<file path="src/rtl/mbx_pkg.sv">
package mbx_pkg;
  typedef enum logic [1:0] {
    ST_IDLE = 2'd0,
    ST_BUSY = 2'd1,
    ST_DONE = 2'd2
  } mbx_state_e;
endpackage

</file>
<file path="src/rtl/mbx_decode.sv">
module mbx_decode #(
  parameter int unsigned AW = 16,
  parameter logic [AW-1:0] START_ADDR  = 16'hFF00,
  parameter logic [AW-1:0] STATUS_ADDR = 16'hFF04
) (
  input  logic clk_i,
  input  logic rst_ni,
  input  logic req_valid_i,
  input  logic req_write_i,
  input  logic [AW-1:0] req_addr_i,
  input  logic mem_ready_i,
  output logic req_ready_o,
  output logic mem_valid_o,
  output logic start_wr_o,
  output logic start_rd_o,
  output logic status_rd_o
);
  logic hit_start, hit_status, hit_reg, acc;

  assign hit_start   = (req_addr_i == START_ADDR);
  assign hit_status  = (req_addr_i == STATUS_ADDR);
  assign hit_reg     = hit_start | hit_status;
  assign req_ready_o = hit_reg ? 1'b1 : mem_ready_i;
  assign acc         = req_valid_i & req_ready_o;
  assign mem_valid_o = req_valid_i & ~hit_reg;
  assign start_wr_o  = acc & hit_start & req_write_i;
  assign start_rd_o  = acc & hit_start & ~req_write_i;
  assign status_rd_o = acc & hit_status & ~req_write_i;


  mem_fwd_chk: assert property (@(posedge clk_i) disable iff (!rst_ni)
    mem_valid_o |-> !(start_wr_o || start_rd_o || status_rd_o));
endmodule

</file>
<file path="src/rtl/mbx_fsm.sv">
module mbx_fsm
  import mbx_pkg::*;
#(
  parameter int unsigned DW = 32,
  localparam int unsigned RW = DW - 1
) (
  input  logic clk_i,
  input  logic rst_ni,
  input  logic start_wr_i,
  input  logic [DW-1:0] wdata_i,
  input  logic status_rd_i,
  input  logic done_i,
  input  logic [RW-1:0] result_i,
  output logic start_o,
  output logic [DW-1:0] arg_o,
  output logic busy_o,
  output logic [DW-1:0] status_word_o
);
  mbx_state_e state_q;
  logic [DW-1:0] arg_q;
  logic [RW-1:0] res_q;
  logic err_q, start_q;

  always_ff @(posedge clk_i or negedge rst_ni) begin
    if (!rst_ni) begin
      state_q <= ST_IDLE;
      arg_q   <= '0;
      res_q   <= '0;
      err_q   <= 1'b0;
      start_q <= 1'b0;
    end else begin
      start_q <= 1'b0;
      unique case (state_q)
        ST_IDLE: if (start_wr_i) begin
          arg_q   <= wdata_i;
          start_q <= 1'b1;
          state_q <= ST_BUSY;
        end
        ST_BUSY: begin
          if (start_wr_i) err_q <= 1'b1;
          if (done_i) begin
            res_q   <= result_i;
            state_q <= ST_DONE;
          end
        end
        ST_DONE: begin
          if (start_wr_i) err_q <= 1'b1;
          if (status_rd_i) begin
            err_q   <= 1'b0;
            state_q <= ST_IDLE;
          end
        end
        default: state_q <= ST_IDLE;
      endcase
    end
  end

  assign start_o       = start_q;
  assign arg_o         = arg_q;
  assign busy_o        = (state_q == ST_BUSY);
  assign status_word_o = {err_q, res_q};


  start_src_chk: assert property (@(posedge clk_i) disable iff (!rst_ni)
    start_o |-> $past(start_wr_i) && $past(state_q) == ST_IDLE);

  ignored_start_chk: assert property (@(posedge clk_i) disable iff (!rst_ni)
    (state_q != ST_IDLE && start_wr_i) |=> $stable(arg_q) && err_q && !start_o);

  busy_hold_chk: assert property (@(posedge clk_i) disable iff (!rst_ni)
    (state_q == ST_BUSY && !done_i) |=> state_q == ST_BUSY);

  collect_chk: assert property (@(posedge clk_i) disable iff (!rst_ni)
    (state_q == ST_DONE && status_rd_i) |=> state_q == ST_IDLE && !err_q);
endmodule

</file>
<file path="src/rtl/mbx_resp.sv">
module mbx_resp #(
  parameter int unsigned DW = 32
) (
  input  logic clk_i,
  input  logic rst_ni,
  input  logic start_rd_i,
  input  logic status_rd_i,
  input  logic busy_i,
  input  logic [DW-1:0] status_word_i,
  input  logic [DW-1:0] arg_i,
  input  logic mem_rvalid_i,
  input  logic [DW-1:0] mem_rdata_i,
  output logic rsp_valid_o,
  output logic [DW-1:0] rsp_rdata_o,
  output logic rsp_retry_o
);
  logic reg_vld_q, retry_q;
  logic [DW-1:0] reg_data_q;

  always_ff @(posedge clk_i or negedge rst_ni) begin
    if (!rst_ni) begin
      reg_vld_q  <= 1'b0;
      retry_q    <= 1'b0;
      reg_data_q <= '0;
    end else begin
      reg_vld_q <= start_rd_i | (status_rd_i & ~busy_i);
      retry_q   <= status_rd_i & busy_i;
      if (start_rd_i)       reg_data_q <= arg_i;
      else if (status_rd_i) reg_data_q <= status_word_i;
    end
  end

  // register response wins; host keeps one read outstanding
  assign rsp_valid_o = reg_vld_q | mem_rvalid_i;
  assign rsp_rdata_o = reg_vld_q ? reg_data_q : mem_rdata_i;
  assign rsp_retry_o = retry_q;


  retry_src_chk: assert property (@(posedge clk_i) disable iff (!rst_ni)
    rsp_retry_o |-> $past(status_rd_i) && $past(busy_i));

  retry_rise_chk: assert property (@(posedge clk_i) disable iff (!rst_ni)
    (status_rd_i && busy_i) |=> rsp_retry_o && !reg_vld_q);
endmodule

</file>
<file path="src/rtl/job_mailbox.sv">
module job_mailbox #(
  parameter int unsigned AW = 16,
  parameter int unsigned DW = 32,
  parameter logic [AW-1:0] START_ADDR  = 16'hFF00,
  parameter logic [AW-1:0] STATUS_ADDR = 16'hFF04
) (
  input  logic clk_i,
  input  logic rst_ni,
  input  logic req_valid_i,
  output logic req_ready_o,
  input  logic req_write_i,
  input  logic [AW-1:0] req_addr_i,
  input  logic [DW-1:0] req_wdata_i,
  output logic rsp_valid_o,
  output logic [DW-1:0] rsp_rdata_o,
  output logic rsp_retry_o,
  output logic mem_valid_o,
  input  logic mem_ready_i,
  output logic mem_write_o,
  output logic [AW-1:0] mem_addr_o,
  output logic [DW-1:0] mem_wdata_o,
  input  logic mem_rvalid_i,
  input  logic [DW-1:0] mem_rdata_i,
  output logic start_o,
  output logic [DW-1:0] job_arg_o,
  input  logic done_i,
  input  logic [DW-2:0] result_i
);
  logic start_wr, start_rd, status_rd, busy;
  logic [DW-1:0] status_word;

  mbx_decode #(.AW(AW), .START_ADDR(START_ADDR), .STATUS_ADDR(STATUS_ADDR)) u_dec (
    .clk_i, .rst_ni, .req_valid_i, .req_write_i, .req_addr_i, .mem_ready_i,
    .req_ready_o, .mem_valid_o,
    .start_wr_o(start_wr), .start_rd_o(start_rd), .status_rd_o(status_rd)
  );

  mbx_fsm #(.DW(DW)) u_fsm (
    .clk_i, .rst_ni,
    .start_wr_i(start_wr), .wdata_i(req_wdata_i), .status_rd_i(status_rd),
    .done_i, .result_i,
    .start_o, .arg_o(job_arg_o), .busy_o(busy), .status_word_o(status_word)
  );

  mbx_resp #(.DW(DW)) u_rsp (
    .clk_i, .rst_ni,
    .start_rd_i(start_rd), .status_rd_i(status_rd), .busy_i(busy),
    .status_word_i(status_word), .arg_i(job_arg_o),
    .mem_rvalid_i, .mem_rdata_i,
    .rsp_valid_o, .rsp_rdata_o, .rsp_retry_o
  );

  assign mem_write_o = req_write_i;
  assign mem_addr_o  = req_addr_i;
  assign mem_wdata_o = req_wdata_i;


  reset_quiet_chk: assert property (@(posedge clk_i) disable iff (!rst_ni)
    $rose(rst_ni) |-> !start_o && !rsp_retry_o);
endmodule

</file>
<file path="config.mk">
export PLATFORM = sky130hd
export DESIGN_NAME = job_mailbox
export DESIGN_NICKNAME = d
export VERILOG_FILES = /design/src/rtl/mbx_pkg.sv /design/src/rtl/mbx_decode.sv /design/src/rtl/mbx_fsm.sv /design/src/rtl/mbx_resp.sv /design/src/rtl/job_mailbox.sv
export SDC_FILE = /design/constraint.sdc
export NUM_CORES = 1
export LEC_CHECK = 0
export ABC_CLOCK_PERIOD_IN_PS = 2200
export BUFFER_PORTS_ARGS = -buffer_cell sky130_fd_sc_hd__buf_2
export CAP_MARGIN = 10
export CORE_AREA = 4 4 108 110
export CTS_BUF_LIST = sky130_fd_sc_hd__clkbuf_4 sky130_fd_sc_hd__clkbuf_8
export DETAILED_ROUTE_END_ITERATION = 6
export DIE_AREA = 0 0 112 114
export PLACE_DENSITY_LB_ADDON = 0.2
export SYNTH_ARGS = -nofsm -noshare
export SYNTH_HDL_FRONTEND = slang
export SYNTH_SLANG_ARGS = --single-unit
</file>
<file path="constraint.sdc">
create_clock -name clk_i -period 2.2 [get_ports clk_i]
set_clock_uncertainty 0.2 [all_clocks]
set_input_delay 0.22 -clock clk_i [delete_from_list [all_inputs] [get_ports clk_i]]
set_output_delay 0.22 -clock clk_i [all_outputs]
set_load 0.005 [all_outputs]
</file>
==> run summary, run 1 <==
status: completed
Fin Hold WS: 0.0762 ns
Total Negative Setup Slacks: 0 ns
post-synthesis register bit count: 101
global placement routability congestion: 0.792
setup slack of the critical path after layout: 0.208 ns
Core Rows: 38
class of the most critical setup path: flop to output port
DR iter-0 viols: 92
area grow syn2layout: 36.8%
leakage dissipation: 3.56 nW
Setup WS pre-CTS: 0.121 ns
unrepaired setup endpoints after global routing: false
hold path endpoint: u_fsm.err_q
number of cells on the worst hold path: 4
root buffer cell: clkbuf_8
clock period minus final worst setup slack: 1.99 ns
worst rel slew slack: 57.0%
Max Clk Rate: 502 MHz
number of maximum-capacitance violations: 0
endpoint kind of the worst setup timing path: output port
data required time at the worst endpoint: 1.78 ns
number of filler cells placed in the layout: 870
maximum vdd drop: 444 uV
Worst Max-Slew Pin Slew: 0.646 ns
Buffers & Inverters on Critical Path: 2
area of the mapped netlist: 5020 um2
CTS tree: built
count of vias placed by the detailed router: 3,847
number of setup violations in the final report: 0
startpoint kind of the worst setup timing path: flop
Final Core Density: 64.2%
number of nets in the final layout: 776
# clock sinks: 101
Top Ports: 236
Max H-tree Level: 3
Synth Instances: 402
capturing point of the worst reg2reg path: u_fsm.arg_o[11]
gr usage total: 19.8%
final antenna diode count: 0
number of vias per cell: 4.82
power density of the placed cells: 662 nW/um2
vertical die dimension: 114 um
startpoint of the tightest hold check path: req_addr_i[2]
Max Transition Viols Final: 0
pin count of the biggest net entering global routing: 48
I/O Buffers: 235
Final ANT Viol Nets: 0
Post-Syn Nets: 525
Starting Density: 46.9%
wire length of the first global-routing pass: 20,300 um
worst path arrival time: 1.57 ns
number of detailed-route iterations in the first pass: 4
routed length per instance: 15.8 um
DRC violation count after routing: 0
largest fanout of any net on the critical path: 25
Tcrit/Tclk final: 90.5%
detailed placer's ending HPWL: 8770 um
core footprint: 10,700 um2
total gr overflow: 0
number of antenna violations at the first check in global routing: 0
share of layout cells above drive strength 1: 55.6%
maximum root-to-sink buffer count: 2
overall power after layout: 0.00455 W
clock-pin slew reported for the worst setup and hold paths after clock tree synthesis: 0.09 ns
sequential element share of the synthesized area: 50.4%
Register-to-Register Setup Slack: 0.25 ns
number of warnings issued by yosys: 0
number of hold violations in the final report: 0
series of cell instances along the critical path: buf_4 > mux2_2 > buf_2
via count of the first global-routing pass: 4,079
post-cts resize count: 0
x dimension of the die: 112 um
worst hold path type: input port to flop
length in cells of the worst reg-to-reg path: 6
total wirelength of the detailed-routed design: 12,600 um
total die area: 12,800 um2
cts bufs inserted: 9
cell family with most CP delay: buffers and inverters
max incr delay on CP: 0.39 ns
slowest CP cell: mux2_2
post-synthesis area per instance: 12.5 um2
start of the worst register-to-register path: u_fsm.state_q[1]
Netlist cell types: 29
worst skew pair latency: 0.36 ns
cells by family (layout without fill, tap and decap cells):
logic type / after synthesis / after routing / synth area share [%]
simple gates: 52 / 52 / 5.79
fa+ha+maj: 5 / 5 / 1.25
compound gates: 39 / 39 / 4.49
mux: 129 / 129 / 28.2
flops: 101 / 101 / 50.4
buf+inv: 76 / 332 / 9.95
sequential cells by signal, summed over array words and instances (netlist names):
name               flops
u_fsm.arg_o           32
u_fsm.err_q            1
u_fsm.res_q           31
u_fsm.start_o          1
u_fsm.state_q          2
u_rsp.reg_data_q      32
u_rsp.reg_vld_q        1
u_rsp.rsp_retry_o      1
where the power goes:
group / leakage [nW] / switching [W] / internal [W]
clock: 0.0893 / 0.000638 / 0.000450
combinational: 2.13 / 0.000455 / 0.000677
sequential: 1.34 / 0.000159 / 0.00217
worst max path at each step:
stage	start	endpoint	cells past startpoint
global placement	req_addr_i[1]	u_fsm.arg_o[17]	6
floorplan	req_addr_i[1]	u_fsm.arg_o[22]	5
detailed placement	req_addr_i[1]	u_fsm.arg_o[4]	6
CTS	u_rsp.reg_vld_q	rsp_rdata_o[13]	3
global route	u_rsp.reg_vld_q	rsp_rdata_o[13]	3
finish	u_rsp.reg_vld_q	rsp_rdata_o[22]	3
routing by layer:
metal	wire length (um)	track usage [%]	part of all wire [%]
met1	5010	23.4	40
met2	6630	36.2	53
met3	834	5.09	6.6
met4	136	4.49	1.1
met5	0	0	0
layout make-up:
| class | instances | area (um2) | area share [%] |
|---|---|---|---|
| flip-flops and latches | 101 | 2530 | 36.8 |
| multi-input cells | 225 | 1990 | 29.0 |
| repair buffers | 310 | 1960 | 28.6 |
| well taps | 140 | 175 | 2.55 |
| clock buffers | 10 | 138 | 2.01 |
| clock inverters | 6 | 46.3 | 0.674 |
| inverters | 6 | 22.5 | 0.328 |
cells in the mapped netlist (all sizes together):
master / number / area (um2)
nand2: 36 / 135
nor3: 1 / 16.3
clkbuf: 11 / 41.3
o21ai: 35 / 179
buf: 59 / 435
mux2i: 32 / 320
nand3: 2 / 10.0
nand4: 1 / 21.3
nand2b: 1 / 6.26
and4: 2 / 17.5
mux2: 97 / 1090
nor2: 2 / 7.51
a2111oi: 1 / 27.5
nor2b: 1 / 6.26
ha: 5 / 62.6
inv: 6 / 22.5
a2bb2oi: 1 / 8.76
dfrtp: 101 / 2530
nor4b: 1 / 23.8
or2: 4 / 25.0
a21oi: 2 / 10.0
nor4: 1 / 21.3
what timing repair did:
action	CTS	global route
hold buffers	64	0
endpoints found under the hold margin	111	0
buffers inserted	0	0
worst reg2reg max path: stages, from the launching register on:
cell and delay, ns:
dfrtp_1 0.41, inv_1 0.13, ha_1 0.18, inv_1 0.07, nor3_4 0.28, buf_12 0.21
mux2_2 0.36
metrics by stage:
step | instances | instance area, um2
4_1_cts | 798 | 6860
3_3_place_gp | 718 | 6040
2_1_floorplan | 402 | 5020
3_5_place_dp | 718 | 6040
6_report | 798 | 6860
5_1_grt | 798 | 6860
cells in the final DEF (no fill, tap or decap):
cell	n
clkinvlp_4	2
a2bb2oi_1	1
a2111oi_4	1
clkinv_4	1
buf_4	7
a21oi_1	2
o21ai_2	1
nand3_1	2
nor3_4	1
dlygate4sd3_1	64
nor2b_1	1
nor2_1	2
inv_1	6
mux2_2	94
dfrtp_1	101
inv_6	2
nor4b_4	1
o21ai_0	28
or2_2	4
mux2i_1	32
buf_2	234
buf_12	5
o21ai_1	6
clkbuf_8	10
clkinv_2	1
ha_1	5
mux2_1	3
nand2b_1	1
nor4_4	1
nand4_4	1
and4_1	2
nand2_1	36
No activity file was read; power rests on OpenSTA's default activity.
==> run 2: changes to the inputs <==
- ABC_CLOCK_PERIOD_IN_PS: 2200 -> 2350
- CORE_AREA: 4 4 108 110 -> 4 4 105 107
- CTS_BUF_LIST: sky130_fd_sc_hd__clkbuf_4 sky130_fd_sc_hd__clkbuf_8 -> sky130_fd_sc_hd__clkbuf_8 sky130_fd_sc_hd__clkbuf_16
- DIE_AREA: 0 0 112 114 -> 0 0 109 111
- clock period: 2.2 -> 2.35 ns (I/O delays scaled with it)
==> run 2 against run 1 <==
- flip-flop and latch count is the same
- sequential share of layout area up 0.14 points
- count of clock-buffer cells in the layout stayed put
- via count hardly changed
- cell area decreased by 0.38%
- total power fell by 5.7%
- utilization increased by 3.3 points
- final cell count down 0.38%
- first-iteration DRC count grew 20%
- global-route usage increased by 1.3 points
- setup slack better by 0.20 ns
- critical path type is now flop to flop
- largest power group unchanged
==> run summary, run 2 (synthesized netlist as in run 1, its figures left out) <==
most common cell after layout, fill and taps aside: buf_2
count of cell instances traversed by the critical path: 6
setup slack of the critical path after layout: 0.406 ns
termination of the worst setup path: u_fsm.arg_o[26]
slowest CP cell: dfrtp_1
clock-pin slew reported for the worst setup and hold paths after clock tree synthesis: 0.10 ns
number of maximum-capacitance violations: 0
share of layout cells above drive strength 1: 55.5%
GR met2 Demand/Resource: 37.2%
total die area: 12,100 um2
capturing point of the worst reg2reg path: u_fsm.arg_o[26]
cts bufs inserted: 9
number of vias per cell: 4.84
worst rel slew slack: 56.7%
vertical die dimension: 111 um
Setup WS pre-CTS: 0.236 ns
Fin Hold WS: 0.116 ns
cell family with most CP delay: buffers and inverters
number of hold violations in the final report: 0
Final ANT Viol Nets: 0
number of filler cells placed in the layout: 788
core footprint: 10,100 um2
global placement routability congestion: 0.765
number of buffers added for setup after CTS: 0
GR met1 Demand/Resource: 25.6%
Starting Density: 49.5%
maximum vdd drop: 307 uV
most frequent cell on the critical path: inv_1
worst hold path type: input port to flop
count of vias placed by the detailed router: 3,849
clock period minus final worst setup slack: 1.94 ns
x dimension of the die: 109 um
wire length of the first global-routing pass: 20,100 um
Max H-tree Level: 3
number of detailed-route iterations in the first pass: 4
Max Transition Viols Final: 0
most congested layer reported by global routing: met2
crit path launch: u_fsm.state_q[1]
Tcrit/Tclk final: 82.7%
startpoint kind of the worst setup timing path: flop
leading cell types in the layout, fill and taps excluded: buf_2 (234), dfrtp_1 (101), mux2_2 (94)
combined flip-flop and latch cell area: 2530 um2
pin count of the biggest net entering global routing: 48
Core Rows: 37
endpoint kind of the worst setup timing path: flop
number of nets in the final layout: 777
root buffer cell: clkbuf_8
status: completed
largest fanout of any net on the critical path: 10
total gr overflow: 0
maximum root-to-sink buffer count: 2
DR iter-0 viols: 110
I/O Buffers: 235
M3 GR Usage: 3.73%
detailed placer's ending HPWL: 8790 um
data required time at the worst endpoint: 2.39 ns
number of antenna violations at the first check in global routing: 0
worst path arrival time: 1.99 ns
DRC violation count after routing: 0
multi-input logic area: 1990 um2
total wirelength of the detailed-routed design: 12,500 um
CTS tree: built
Final Instance Count excl. Fillers: 795
post-cts resize count: 0
hold bufs inserted after CTS: 64
Register-to-Register Setup Slack: 0.41 ns
start of the worst register-to-register path: u_fsm.state_q[1]
Total Negative Setup Slacks: 0 ns
class of the most critical setup path: flop to flop
number of setup violations in the final report: 0
max incr delay on CP: 0.41 ns
worst skew pair latency: 0.36 ns
series of cell instances along the critical path: inv_1 > ha_1 > inv_1 > nor3_4 > buf_4 > mux2_2
final antenna diode count: 0
Worst Max-Slew Pin Slew: 0.649 ns
gr usage total: 21.0%
cell total after placement: 715
area grow syn2layout: 36.3%
routed length per instance: 15.7 um
length in cells of the worst reg-to-reg path: 6
unrepaired setup endpoints after global routing: false
Top Ports: 236
Max Clk Rate: 514 MHz
via count of the first global-routing pass: 4,112
Buffers & Inverters on Critical Path: 3
power density of the placed cells: 627 nW/um2
leakage dissipation: 3.56 nW
# clock sinks: 101
==> run 2: worst min-delay path: stages <==
cell	delay (ns)
buf_2	0.14
nand2b_1	0.11
o21ai_0	0.08
nand2_1	0.07
==> run 2: per-stage QoR <==
| stage | power, W | utilization, % | area [um2] |
|---|---|---|---|
| 2_1_floorplan | 0.00286 | - | 5020 |
| 3_3_place_gp | 0.00313 | 59.2 | 6000 |
| 3_5_place_dp | 0.00319 | 59.2 | 6000 |
| 4_1_cts | 0.00434 | 67.4 | 6840 |
| 5_1_grt | 0.00456 | 67.4 | 6840 |
| 6_report | 0.00429 | 67.4 | 6840 |
==> run 2: worst min path at each step <==
| stage | startpoint | end | slack, ns | cells after the start |
|---|---|---|---|---|
| 6_report | req_write_i | u_fsm.err_q | 0.12 | 4 |
| 5_1_grt | req_addr_i[2] | u_fsm.err_q | 0.13 | 4 |
| 4_1_cts | req_write_i | u_fsm.err_q | 0.10 | 4 |
| 3_5_place_dp | rst_ni | u_fsm.res_q[17] | 0.09 | 1 |
| 3_3_place_gp | rst_ni | u_fsm.res_q[17] | 0.08 | 1 |
| 2_1_floorplan | rst_ni | u_fsm.arg_o[0] | -0.26 | 0 |
==> run 2: area by class of cell <==
| type | count | area share, % |
|---|---|---|
| flip-flops and latches | 101 | 37.0 |
| clock buffers | 10 | 2.01 |
| repair buffers | 311 | 28.3 |
| well taps | 136 | 2.49 |
| multi-input cells | 225 | 29.1 |
| clock inverters | 6 | 0.805 |
| inverters | 6 | 0.329 |
==> run 2: per-layer routing <==
metal / share of wire, % / vias to the layer above / wire [um]
met4: 1.5 / 0 / 193
met3: 5.9 / 14 / 733
met2: 52 / 128 / 6450
met5: 0 / - / 0
met1: 41 / 1855 / 5110
li1: - / 1852 / -
==> run 2: report_power, final <==
part           internal [W]  switching [W]
clock              0.000437       0.000624
combinational      0.000624       0.000430
sequential          0.00203       0.000143
total               0.00309        0.00120
==> run 3: changes to the inputs <==
- ABC_CLOCK_PERIOD_IN_PS: 2350 -> 1800
- CORE_AREA: 4 4 105 107 -> 4 4 109 111
- DIE_AREA: 0 0 109 111 -> 0 0 113 115
- clock period: 2.35 -> 1.8 ns (I/O delays scaled with it)
==> run 3 against run 2 <==
- combinational power grew 57%
- utilization shrank 0.36 points
- first-iteration DRC count shrank 11%
- final cell count grew 2.8%
- the run now ends with negative setup slack left
- via count grew 2.4%
- critical path type unchanged
==> run summary, run 3 (synthesized netlist as in run 1, its figures left out) <==
status: finished with violations
failing checks: negative setup slack
maximum vdd drop: 493 uV
combinational power share: 28.2%
maximum root-to-sink buffer count: 2
part of the total power dissipated in the clock network: 23.1%
Final ANT Viol Nets: 0
unrepaired setup endpoints after global routing: true
total wirelength of the detailed-routed design: 13,600 um
Worst Max-Slew Pin Slew: 0.622 ns
combined flip-flop and latch cell area: 2530 um2
number of vias per cell: 4.83
internal power component: 0.00425 W
detailed placer's ending HPWL: 9000 um
series of cell instances along the critical path: buf_6 > ha_4 > a2111oi_4 > o21ai_2 > mux2_4
total die area: 13,000 um2
root buffer cell: clkbuf_8
Max Transition Viols Final: 0
number of nets in the final layout: 796
max incr delay on CP: 0.43 ns
overall power after layout: 0.00584 W
number of filler cells placed in the layout: 828
leakage dissipation: 3.73 nW
routed length per instance: 16.6 um
most common cell after layout, fill and taps aside: buf_2
setup slack of the critical path after layout: -0.0673 ns
via count of the first global-routing pass: 4,176
count of vias placed by the detailed router: 3,943
largest fanout of any net on the critical path: 4
share of layout cells above drive strength 1: 58.3%
number of hold violations in the final report: 0
DR iter-0 viols: 98
clock-pin slew reported for the worst setup and hold paths after clock tree synthesis: 0.09 ns
x dimension of the die: 113 um
DRC violation count after routing: 0
endpoint kind of the worst setup timing path: flop
total gr overflow: 0
worst skew pair latency: 0.35 ns
final antenna diode count: 0
Starting Density: 46.5%
core footprint: 10,800 um2
worst path arrival time: 1.90 ns
Max H-tree Level: 3
startpoint kind of the worst setup timing path: flop
data required time at the worst endpoint: 1.84 ns
Reg power frac: 48.7%
vertical die dimension: 115 um
power density of the placed cells: 807 nW/um2
Tcrit/Tclk final: 104%
worst hold path type: input port to flop
number of antenna violations at the first check in global routing: 0
reported net switching power: 0.00160 W
multi-input logic area: 2120 um2
worst rel slew slack: 58.5%
Top Ports: 236
area grow syn2layout: 44.3%
gr usage total: 19.6%
pin count of the biggest net entering global routing: 54
leading cell types in the layout, fill and taps excluded: buf_2 (229), dfrtp_1 (100), mux2_2 (70)
number of maximum-capacitance violations: 0
number of setup violations in the final report: 51
wire length of the first global-routing pass: 20,500 um
number of detailed-route iterations in the first pass: 4
Max Clk Rate: 536 MHz
slowest CP cell: dfrtp_1
class of the most critical setup path: flop to flop
Core Rows: 38
I/O Buffers: 235
# clock sinks: 101
switch share: 27.3%
cts bufs inserted: 9
Fin Hold WS: 0.0402 ns
global placement routability congestion: 0.766
clock period minus final worst setup slack: 1.87 ns
CTS tree: built
[run 3: metrics by stage]
stage	TNS [ns]	utilization, %	setup WS (ns)	cell area [um2]	std cells
after floorplan	-0.875	-	-0.0316	5020	402
after global placement	-8.43	56.8	-0.206	6130	729
after global routing	-5.07	67.1	-0.120	7240	817
after CTS	-2.90	65.0	-0.0940	7010	811
after detailed placement	-9.79	56.8	-0.230	6130	729
final	-1.46	67.1	-0.0673	7240	817
[run 3: cell type report]
cell class | count | share of cell area (%)
clock inverters | 4 | 0.449
repair buffers | 330 | 30.5
flip-flops and latches | 101 | 34.9
clock buffers | 11 | 2.09
inverters | 6 | 0.311
multi-input cells | 225 | 29.3
well taps | 140 | 2.42
[run 3: worst paths after layout]
kind	depth (start not counted)	startpoint	endpoint	slack (ns)
worst max-delay path	5	u_fsm.state_q[0]	u_fsm.state_q[0]	-0.07
worst min-delay path	4	req_write_i	u_fsm.err_q	0.04
worst max register to register	5	u_fsm.state_q[0]	u_fsm.state_q[0]	-0.07
worst min register to register	2	u_rsp.reg_data_q[7]	u_rsp.reg_data_q[7]	0.29
max in group asynchronous	3	rst_ni	u_rsp.reg_vld_q	0.66
min in group asynchronous	2	rst_ni	u_fsm.arg_o[7]	0.07
[run 3: power by group through the flow]
stage                     Clock [W]  Sequential (W)  Combinational (W)
after floorplan                   0         0.00283           0.000913
after global placement            0         0.00285            0.00133
after detailed placement          0         0.00288            0.00137
after CTS                   0.00140         0.00284            0.00149
after global routing        0.00147         0.00288            0.00181
final                       0.00135         0.00284            0.00165
[run 3: routing by layer]
metal	track usage [%]	part of all wire [%]	up-vias
li1	-	-	1879
met1	23.1	39	1919
met2	36.7	54	133
met3	4.16	6.0	12
met4	4.41	1.1	0
met5	0	0	-
[run 3: critical path, delay by kind of cell, from the launching register on]
kind / cells / cell delay [ns]
buffers and inverters: 1 / 0.14
AOI/OAI and AO/OA: 2 / 0.50
adders and majority gates: 1 / 0.17
DFF: 1 / 0.43
muxes: 1 / 0.31
[run 3: timing repair]
action	in CTS	in global routing
pin swaps	0	5
buffers inserted	3	6
endpoints found under the setup margin	61	67
gates cloned	1	3
resized for setup	8	48
endpoints found under the hold margin	164	0
hold buffers	64	0
